`src/rtl/spi_page_writer.sv`:
```
`timescale 1ns/1ps
module spi_page_writer #(
  parameter int ADDR_BITS    = 15,
  parameter int PAGE_BYTES   = 64,
  parameter int WRITE_CYCLES = 100,
  parameter logic [7:0] OPC_WRITE = 8'h02,
  parameter logic [7:0] OPC_WREN  = 8'h06
) (
  input  logic                 clk,
  input  logic                 rst_n,
  input  logic                 sck,
  input  logic                 cs_n,
  input  logic                 mosi,
  input  logic [1:0]           bp,
  output logic                 busy,
  output logic                 mem_we,
  output logic [ADDR_BITS-1:0] mem_addr,
  output logic [7:0]           mem_data
);
  localparam int OFF_W = $clog2(PAGE_BYTES);
  localparam int PG_W  = ADDR_BITS - OFF_W;
  localparam int CNT_W = $clog2(WRITE_CYCLES + 1);

  typedef enum logic [2:0] {S_IDLE, S_OPC, S_ADDR, S_DATA, S_WREN, S_SKIP} st_t;

  st_t                  st;
  logic                 sck_q, cs_q;
  logic [3:0]           bit_cnt;
  logic [6:0]           shreg;
  logic [ADDR_BITS-1:0] addr_r;
  logic [OFF_W-1:0]     off;
  logic                 got_byte, seen_busy, wel;
  logic [7:0]           pbuf [PAGE_BYTES];
  logic [PAGE_BYTES-1:0] valid;
  logic [CNT_W-1:0]     wcnt;
  logic [OFF_W:0]       scan;
  logic [PG_W-1:0]      page_q;

  wire [7:0] sh_n     = {shreg, mosi};
  wire       sck_rise = !cs_n && sck && !sck_q;
  wire       cs_fall  = !cs_n && cs_q;
  wire       cs_rise  = cs_n && !cs_q;
  wire       load     = sck_rise && st == S_DATA && bit_cnt == 4'd7 && !seen_busy && !busy;

  wire prot = (bp == 2'b11) ||
              (bp == 2'b10 && addr_r[ADDR_BITS-1]) ||
              (bp == 2'b01 && &addr_r[ADDR_BITS-1 -: 2]);

  wire commit    = cs_rise && st == S_DATA && bit_cnt == 4'd0 && got_byte &&
                   wel && !seen_busy && !busy && !prot;
  wire wr_reject = cs_rise && (st == S_ADDR || st == S_DATA) && !commit;
  wire wren_ok   = cs_rise && st == S_WREN && !busy;
  wire cyc_end   = busy && wcnt == '0;

  always_ff @(posedge clk) begin
    if (!rst_n) begin
      st        <= S_IDLE;
      sck_q     <= 1'b0;
      cs_q      <= 1'b1;
      bit_cnt   <= '0;
      shreg     <= '0;
      addr_r    <= '0;
      off       <= '0;
      got_byte  <= 1'b0;
      seen_busy <= 1'b0;
    end else begin
      sck_q <= sck;
      cs_q  <= cs_n;
      if (cs_fall) begin
        st        <= S_OPC;
        bit_cnt   <= '0;
        got_byte  <= 1'b0;
        seen_busy <= busy;
      end else if (!cs_n) begin
        if (busy) seen_busy <= 1'b1;
        if (sck_rise) begin
          shreg <= sh_n[6:0];
          case (st)
            S_OPC: begin
              if (bit_cnt == 4'd7) begin
                bit_cnt <= '0;
                st <= (sh_n == OPC_WRITE) ? S_ADDR :
                      (sh_n == OPC_WREN)  ? S_WREN : S_SKIP;
              end else bit_cnt <= bit_cnt + 4'd1;
            end
            S_ADDR: begin
              addr_r <= {addr_r[ADDR_BITS-2:0], mosi};
              if (bit_cnt == 4'd15) begin
                bit_cnt <= '0;
                off     <= {addr_r[OFF_W-2:0], mosi};
                st      <= S_DATA;
              end else bit_cnt <= bit_cnt + 4'd1;
            end
            S_DATA: begin
              if (bit_cnt == 4'd7) begin
                bit_cnt  <= '0;
                got_byte <= 1'b1;
                off      <= off + 1'b1;
              end else bit_cnt <= bit_cnt + 4'd1;
            end
            S_WREN:  st <= S_SKIP;
            default: ;
          endcase
        end
      end else begin
        st <= S_IDLE;
      end
    end
  end

  always_ff @(posedge clk) begin
    if (load) pbuf[off] <= sh_n;
  end

  always_ff @(posedge clk) begin
    if (!rst_n) valid <= '0;
    else if (cs_fall && !busy) valid <= '0;
    else if (load) valid[off] <= 1'b1;
  end

  always_ff @(posedge clk) begin
    if (!rst_n) begin
      busy   <= 1'b0;
      wcnt   <= '0;
      scan   <= '0;
      page_q <= '0;
    end else if (busy) begin
      if (wcnt == '0) busy <= 1'b0;
      else wcnt <= wcnt - 1'b1;
      if (!scan[OFF_W]) scan <= scan + 1'b1;
    end else if (commit) begin
      busy   <= 1'b1;
      wcnt   <= CNT_W'(WRITE_CYCLES - 1);
      scan   <= '0;
      page_q <= addr_r[ADDR_BITS-1:OFF_W];
    end
  end

  always_ff @(posedge clk) begin
    if (!rst_n) wel <= 1'b0;
    else if (wr_reject || cyc_end) wel <= 1'b0;
    else if (wren_ok) wel <= 1'b1;
  end

  assign mem_we   = busy && !scan[OFF_W] && valid[scan[OFF_W-1:0]];
  assign mem_addr = {page_q, scan[OFF_W-1:0]};
  assign mem_data = pbuf[scan[OFF_W-1:0]];
endmodule

```
`config.mk`:
```
export PLATFORM = sky130hd
export DESIGN_NAME = spi_page_writer
export DESIGN_NICKNAME = d
export VERILOG_FILES = /design/src/rtl/spi_page_writer.sv
export SDC_FILE = /design/constraint.sdc
export NUM_CORES = 1
export LEC_CHECK = 0
export BUFFER_PORTS_ARGS = -buffer_cell sky130_fd_sc_hd__buf_2
export CORE_ASPECT_RATIO = 1.1
export CORE_MARGIN = 10
export CORE_UTILIZATION = 40
export DETAILED_ROUTE_END_ITERATION = 8
export SKIP_CTS_REPAIR_TIMING = 1
export SYNTH_ARGS = -nofsm -noshare
export SYNTH_HDL_FRONTEND = slang
export SYNTH_SLANG_ARGS = --single-unit
```
`constraint.sdc`:
```
create_clock -name clk -period 7.6 [get_ports clk]
set_clock_uncertainty 0.1 [all_clocks]
set_input_delay 1.52 -clock clk [delete_from_list [all_inputs] [get_ports clk]]
set_output_delay 1.52 -clock clk [all_outputs]
set_load 0.01 [all_outputs]
```
# ---- Word-level counts from Yosys, hierarchy flattened
# Memory sizes are Yosys's and may differ from the RTL's. A register that Yosys moved wholly into a read port is not among the register bits.
# Index checks and enable logic that the tools add are counted.
dict set report word_totals {
  mem_count 1
  word_cells 147
  in_bits 7
  reg_bits 128
  output_inout_bits 25
  ram_bits 512
}
dict set report op_classes {
  reduce_logical 64
  eq_ne 19
  mux 34
  order_cmp 3
  bitwise 5
  add_sub_neg 4
}
# name depth width read_ports rd_clocked_by_memory_dff write_ports line_no
set memory_table {}
lappend memory_table {pbuf 64 8 1 1 1 33} ;# logic [7:0] pbuf [PAGE_BYTES];
# operator count
set ops {}
lappend ops {{OR 64 bit} 1}
lappend ops {{two-way mux 7 bit} 6}
lappend ops {{logical AND 1 bit} 26}
lappend ops {{two-way mux 6 bit} 4}
lappend ops {{AND reduction 4 bit} 4}
lappend ops {{< comparator 6 x 7 -> 1 bit, second input constant} 2}
lappend ops {{two-way mux 1 bit} 14}
lappend ops {{case mux 6 bit (2 select lines)} 1}
lappend ops {{AND reduction 2 bit} 5}
lappend ops {{two-way mux 3 bit} 3}
lappend ops {{case mux 3 bit (3 select lines)} 1}
lappend ops {{== test 8 x 2 -> 1 bit, second input constant} 1}
lappend ops {{== test 8 x 3 -> 1 bit, second input constant} 1}
lappend ops {{logical NOT 1 bit} 8}
lappend ops {{two-way mux 4 bit} 2}
lappend ops {{!= test 2 bit, second input constant} 4}
lappend ops {{case mux 4 bit (2 select lines)} 1}
lappend ops {{nonzero test 2 bit} 4}
lappend ops {{OR reduction 2 bit} 4}
lappend ops {{adder 7 x 1 -> 7 bit, second input constant} 1}
lappend ops {{logical NOT 7 bit} 1}
lappend ops {{subtractor 7 x 1 -> 7 bit, second input constant} 1}
lappend ops {{adder 6 x 1 -> 6 bit, second input constant} 1}
lappend ops {{binary-select mux 1 bit (select 6 bit)} 1}
lappend ops {{other kinds (21)} 32}

# ---- Logic depth before layout (Yosys ltp)
dict set report logic_depth {
  depth_word 13
  ltp_mapped 8
  ltp_nobuf 7
}

# ---- Least setup slack after synthesis
# OpenSTA, ideal clock, no wires.
dict set report synth_path {
  kind {reg2out}
  startpoint {register with a tool-made name}
  endpoint {output port mem_data[5]}
  stages_incl_launch_ff 8
  path_slack_ns 3.877
  arrival_ns 2.103
  t_required_ns 5.980
  cell_sequence {dfxtp_1 buf_2 buf_2 buf_4 mux4_2 a22oi_1 nand4_1 mux2_2}
}
# item line_no
set synth_rtl {}
lappend synth_rtl {{end: declaration} 18} ;# output logic [7:0] mem_data

==> flow_summary_export.csv <==
group,metric,value,unit
cells_and_area,fill_cells,5369,
route,route.vias.total,13269,
cells_and_area,layoutNonFillerInstCount,2392,
placed_design,placed_cell_area,0.0264,mm2
clock_network,cts_max_level,3,
floorplan,die_h,284,um
clock_network,cts_max_path_buffers,3,
timing,max_freq,185,MHz
pwr,cellPowerDensity,246,mW/mm2
worst_setup_path,critPathMaxFanout,44,
route,routed_wl,59600,um
clock_network,clock_latency,590,ps
cells_and_area,mostFrequentLayoutCells,"edfxtp_1 (512), mux4_2 (145), dfxtp_1 (124)",
cells_and_area,layout_commonest_cell,"edfxtp_1",
pwr,power_leakage,8.95,nW
route,drc,0,
route,ant_nets,0,
cells_and_area,drive_above_1_share,21.6,%
timing,period_share,71.3,%
pwr,power_switching,1.38,mW
cells_and_area,syn2layout_area_growth,12.8,%
logic_synthesis,postSynthAreaPerCell,17.4,um2
hold_path,min_path_type,"register to register",
worst_setup_path,crit_type,"register to primary output",
timing,min_period,5420,ps
placed_design,place_hpwl,36500,um
pwr,p_int,5.64,mW
pwr,vdd_drop_max,0.179,mV
global_routing,grt_pass1_vias,13625,
timing,rsz0062_at_grt,"false",
job,drv_cap,0,
logic_synthesis,synth_top_area_cell,"edfxtp_1",
logic_synthesis,synth_ff_type,"edfxtp_1",
logic_synthesis,synth_fp_nets,1466,
timing,slew_violations,0,
logic_synthesis,ys_seq_area_share,71.4,%
route,first_pass_iters,5,
logic_synthesis,synth_top_area_share,60.8,%
floorplan,die_area,0.0737,mm2
logic_synthesis,synth_warnings,0,
logic_synthesis,syn_inst,1453,
global_routing,grt-ovfl-total,0,
timing,fin_setup_tns,0,ps
cells_and_area,fin_nets,1517,
floorplan,initial_core_util,40.5,%
cells_and_area,seqCellArea,0.0181,mm2
logic_synthesis,synth-seq-cells,646,
timing,setup_viol,0,
worst_setup_path,critical_path.slowest_cell,"dfxtp_4",
worst_setup_path,required,5980,ps
route,routedWlPerCell,24.9,um
clock_network,clkSlewWorstSetupHoldPaths,60,ps
worst_setup_path,cp_slowest_stage_delay,960,ps
floorplan,pin_count,32,
logic_synthesis,synth_edf_count,512,
outcome,status,"complete, no violations",
timing,hold_viol,0,
pwr,power,7.03,mW
floorplan,dieWidth,260,um
route,drt_iter0_drc,1225,
global_routing,grt_use_total,16.2,%
logic_synthesis,async_reset_ff_share,0,%
worst_setup_path,cp_data_arrival_time,3800,ps
placed_design,gp_congestion,0.804,
placed_design,placed_cells,2267,
floorplan,coreArea,0.0625,mm2
clock_network,cts_tree,"built",
placed_design,portBuffers,31,
pwr,clockPowerShare,45.8,%
cells_and_area,multi_input_area,0.00679,mm2
clock_network,cts_buffers,68,
floorplan,rows,96,
worst_setup_path,critPathLaunchType,"register",
pwr,power_frac_comb,0.5,%
global_routing,antenna_found_initial,2,
worst_setup_path,crit_chain,"buf_4 > nand2b_1 > o22ai_1 > nor4_1 > mux2_2 > buf_2",
global_routing,grt_max_degree,73,
global_routing,grt_pass1_wl,89300,um
logic_synthesis,netlist_area,0.0253,mm2
pwr,p_sw_share,19.7,%
cells_and_area,design_area,0.0285,mm2
timing,tightestPinTransition,1210,ps
cells_and_area,num_antenna_cells,0,
logic_synthesis,synthTopCellsByArea,"edfxtp_1 (61%), mux4_2 (13%), dfxtp_1 (11%)",
pwr,seqPwrFrac,53.7,%
worst_setup_path,critPathCaptureType,"primary output",
route,via_per_inst,5.55,
logic_synthesis,ys_types,63,
clock_network,clockRootBuffer,"clkbuf_16",
clock_network,cts.sinks,646,
timing,timing.slew.headroom,19.4,%
[path summary, 6_finish.rpt]
kind                           from                endpoint  slack [ps]  depth (start not counted)
max                        register             mem_data[5]        2180                          6
min          valid[30]$_SDFFE_PP0P_  valid[30]$_SDFFE_PP0P_         360                          1
max reg2reg      st[0]$_SDFFE_PN0P_   pbuf[45][7]$_DFFE_PP_        4170                          4
min reg2reg  valid[30]$_SDFFE_PP0P_  valid[30]$_SDFFE_PP0P_         360                          1
[power by group through the flow]
stage	logic (mW)	registers, mW	clock network (mW)
after floorplan	0.0204	3.85	0
after global placement	0.0359	3.85	0
final	0.0363	3.77	3.22
after CTS	0.0368	3.77	3.29
after detailed placement	0.0368	3.85	0
after global routing	0.0400	3.77	3.42
[cell type report]
class	instances	area share, %
multi-input combinational	713	23.8
clock inverter	37	1.22
timing repair buffer	64	1.46
clock buffer	88	6.34
sequential	646	63.4
tap	833	3.65
inverter	11	0.145
[sequential cells by signal, summed over array words and instances, names as in the netlist, 3 cells and up, named ones only]
signal,flops
pbuf,512
valid,64
addr_r,15
page_q,9
scan,7
shreg,7
wcnt,7
off,6
bit_cnt,4
st,3
[kinds of logic (layout without fill, tap and decap cells)]
| group | count (synthesis) | in the layout | synth area share [%] |
|---|---|---|---|
| AOI/OAI and AO/OA | 220 | 220 | 6.15 |
| buffers and inverters | 94 | 200 | 1.73 |
| DFF | 646 | 646 | 71.4 |
| adders and majority gates | 6 | 6 | 0.297 |
| xor gates and xnor gates | 7 | 7 | 0.243 |
| and+or+nand+nor | 301 | 301 | 5.84 |
| muxes | 179 | 179 | 14.3 |
[per-stage QoR]
stage | setup slack [ps] | util, % | hold WS [ps]
2_1_floorplan | 3880 | - | 335
3_3_place_gp | 2770 | 42.2 | 341
3_5_place_dp | 2780 | 42.2 | 348
4_1_cts | 2120 | 45.7 | 362
5_1_grt | 1920 | 45.7 | 378
6_report | 2180 | 45.7 | 358
[worst max-delay path, delay by kind of cell (launching register included)]
family,cells,cell delay (ps)
buf+inv,2,700
compound gates,1,170
simple gates,2,990
flops,1,960
mux,1,350
[synthesized netlist by cell type (all sizes together) (3+ instances only)]
| library cell | number |
|---|---|
| edfxtp | 512 |
| mux4 | 145 |
| dfxtp | 134 |
| nor2 | 99 |
| nand2 | 87 |
| o21a | 65 |
| clkbuf | 43 |
| buf | 40 |
| a21boi | 30 |
| o22ai | 27 |
| mux2i | 25 |
| o21ai | 24 |
| nor2b | 22 |
| a21oi | 19 |
| nand3 | 17 |
| nand2b | 12 |
| nor4 | 12 |
| inv | 11 |
| a211oi | 10 |
| a22oi | 9 |
| mux2 | 9 |
| nand3b | 8 |
| nor3 | 8 |
| a21o | 7 |
| and2 | 7 |
| a31oi | 6 |
| ha | 6 |
| nor3b | 6 |
| or3 | 6 |
| o32ai | 5 |
| xor2 | 5 |
| nand4b | 4 |
| a41oi | 3 |
| o211a | 3 |
| o211ai | 3 |
[layer usage]
metal  vias to the layer above  share of wire [%]  global-route usage [%]
met5                         -              0.044                       0
met4                         4                2.2                    5.00
met1                      6922                 43                    21.9
met3                        80                6.5                    3.65
met2                       400                 48                    25.7
li1                       5863                  -                       -
Power figures use the tool's default switching activity.
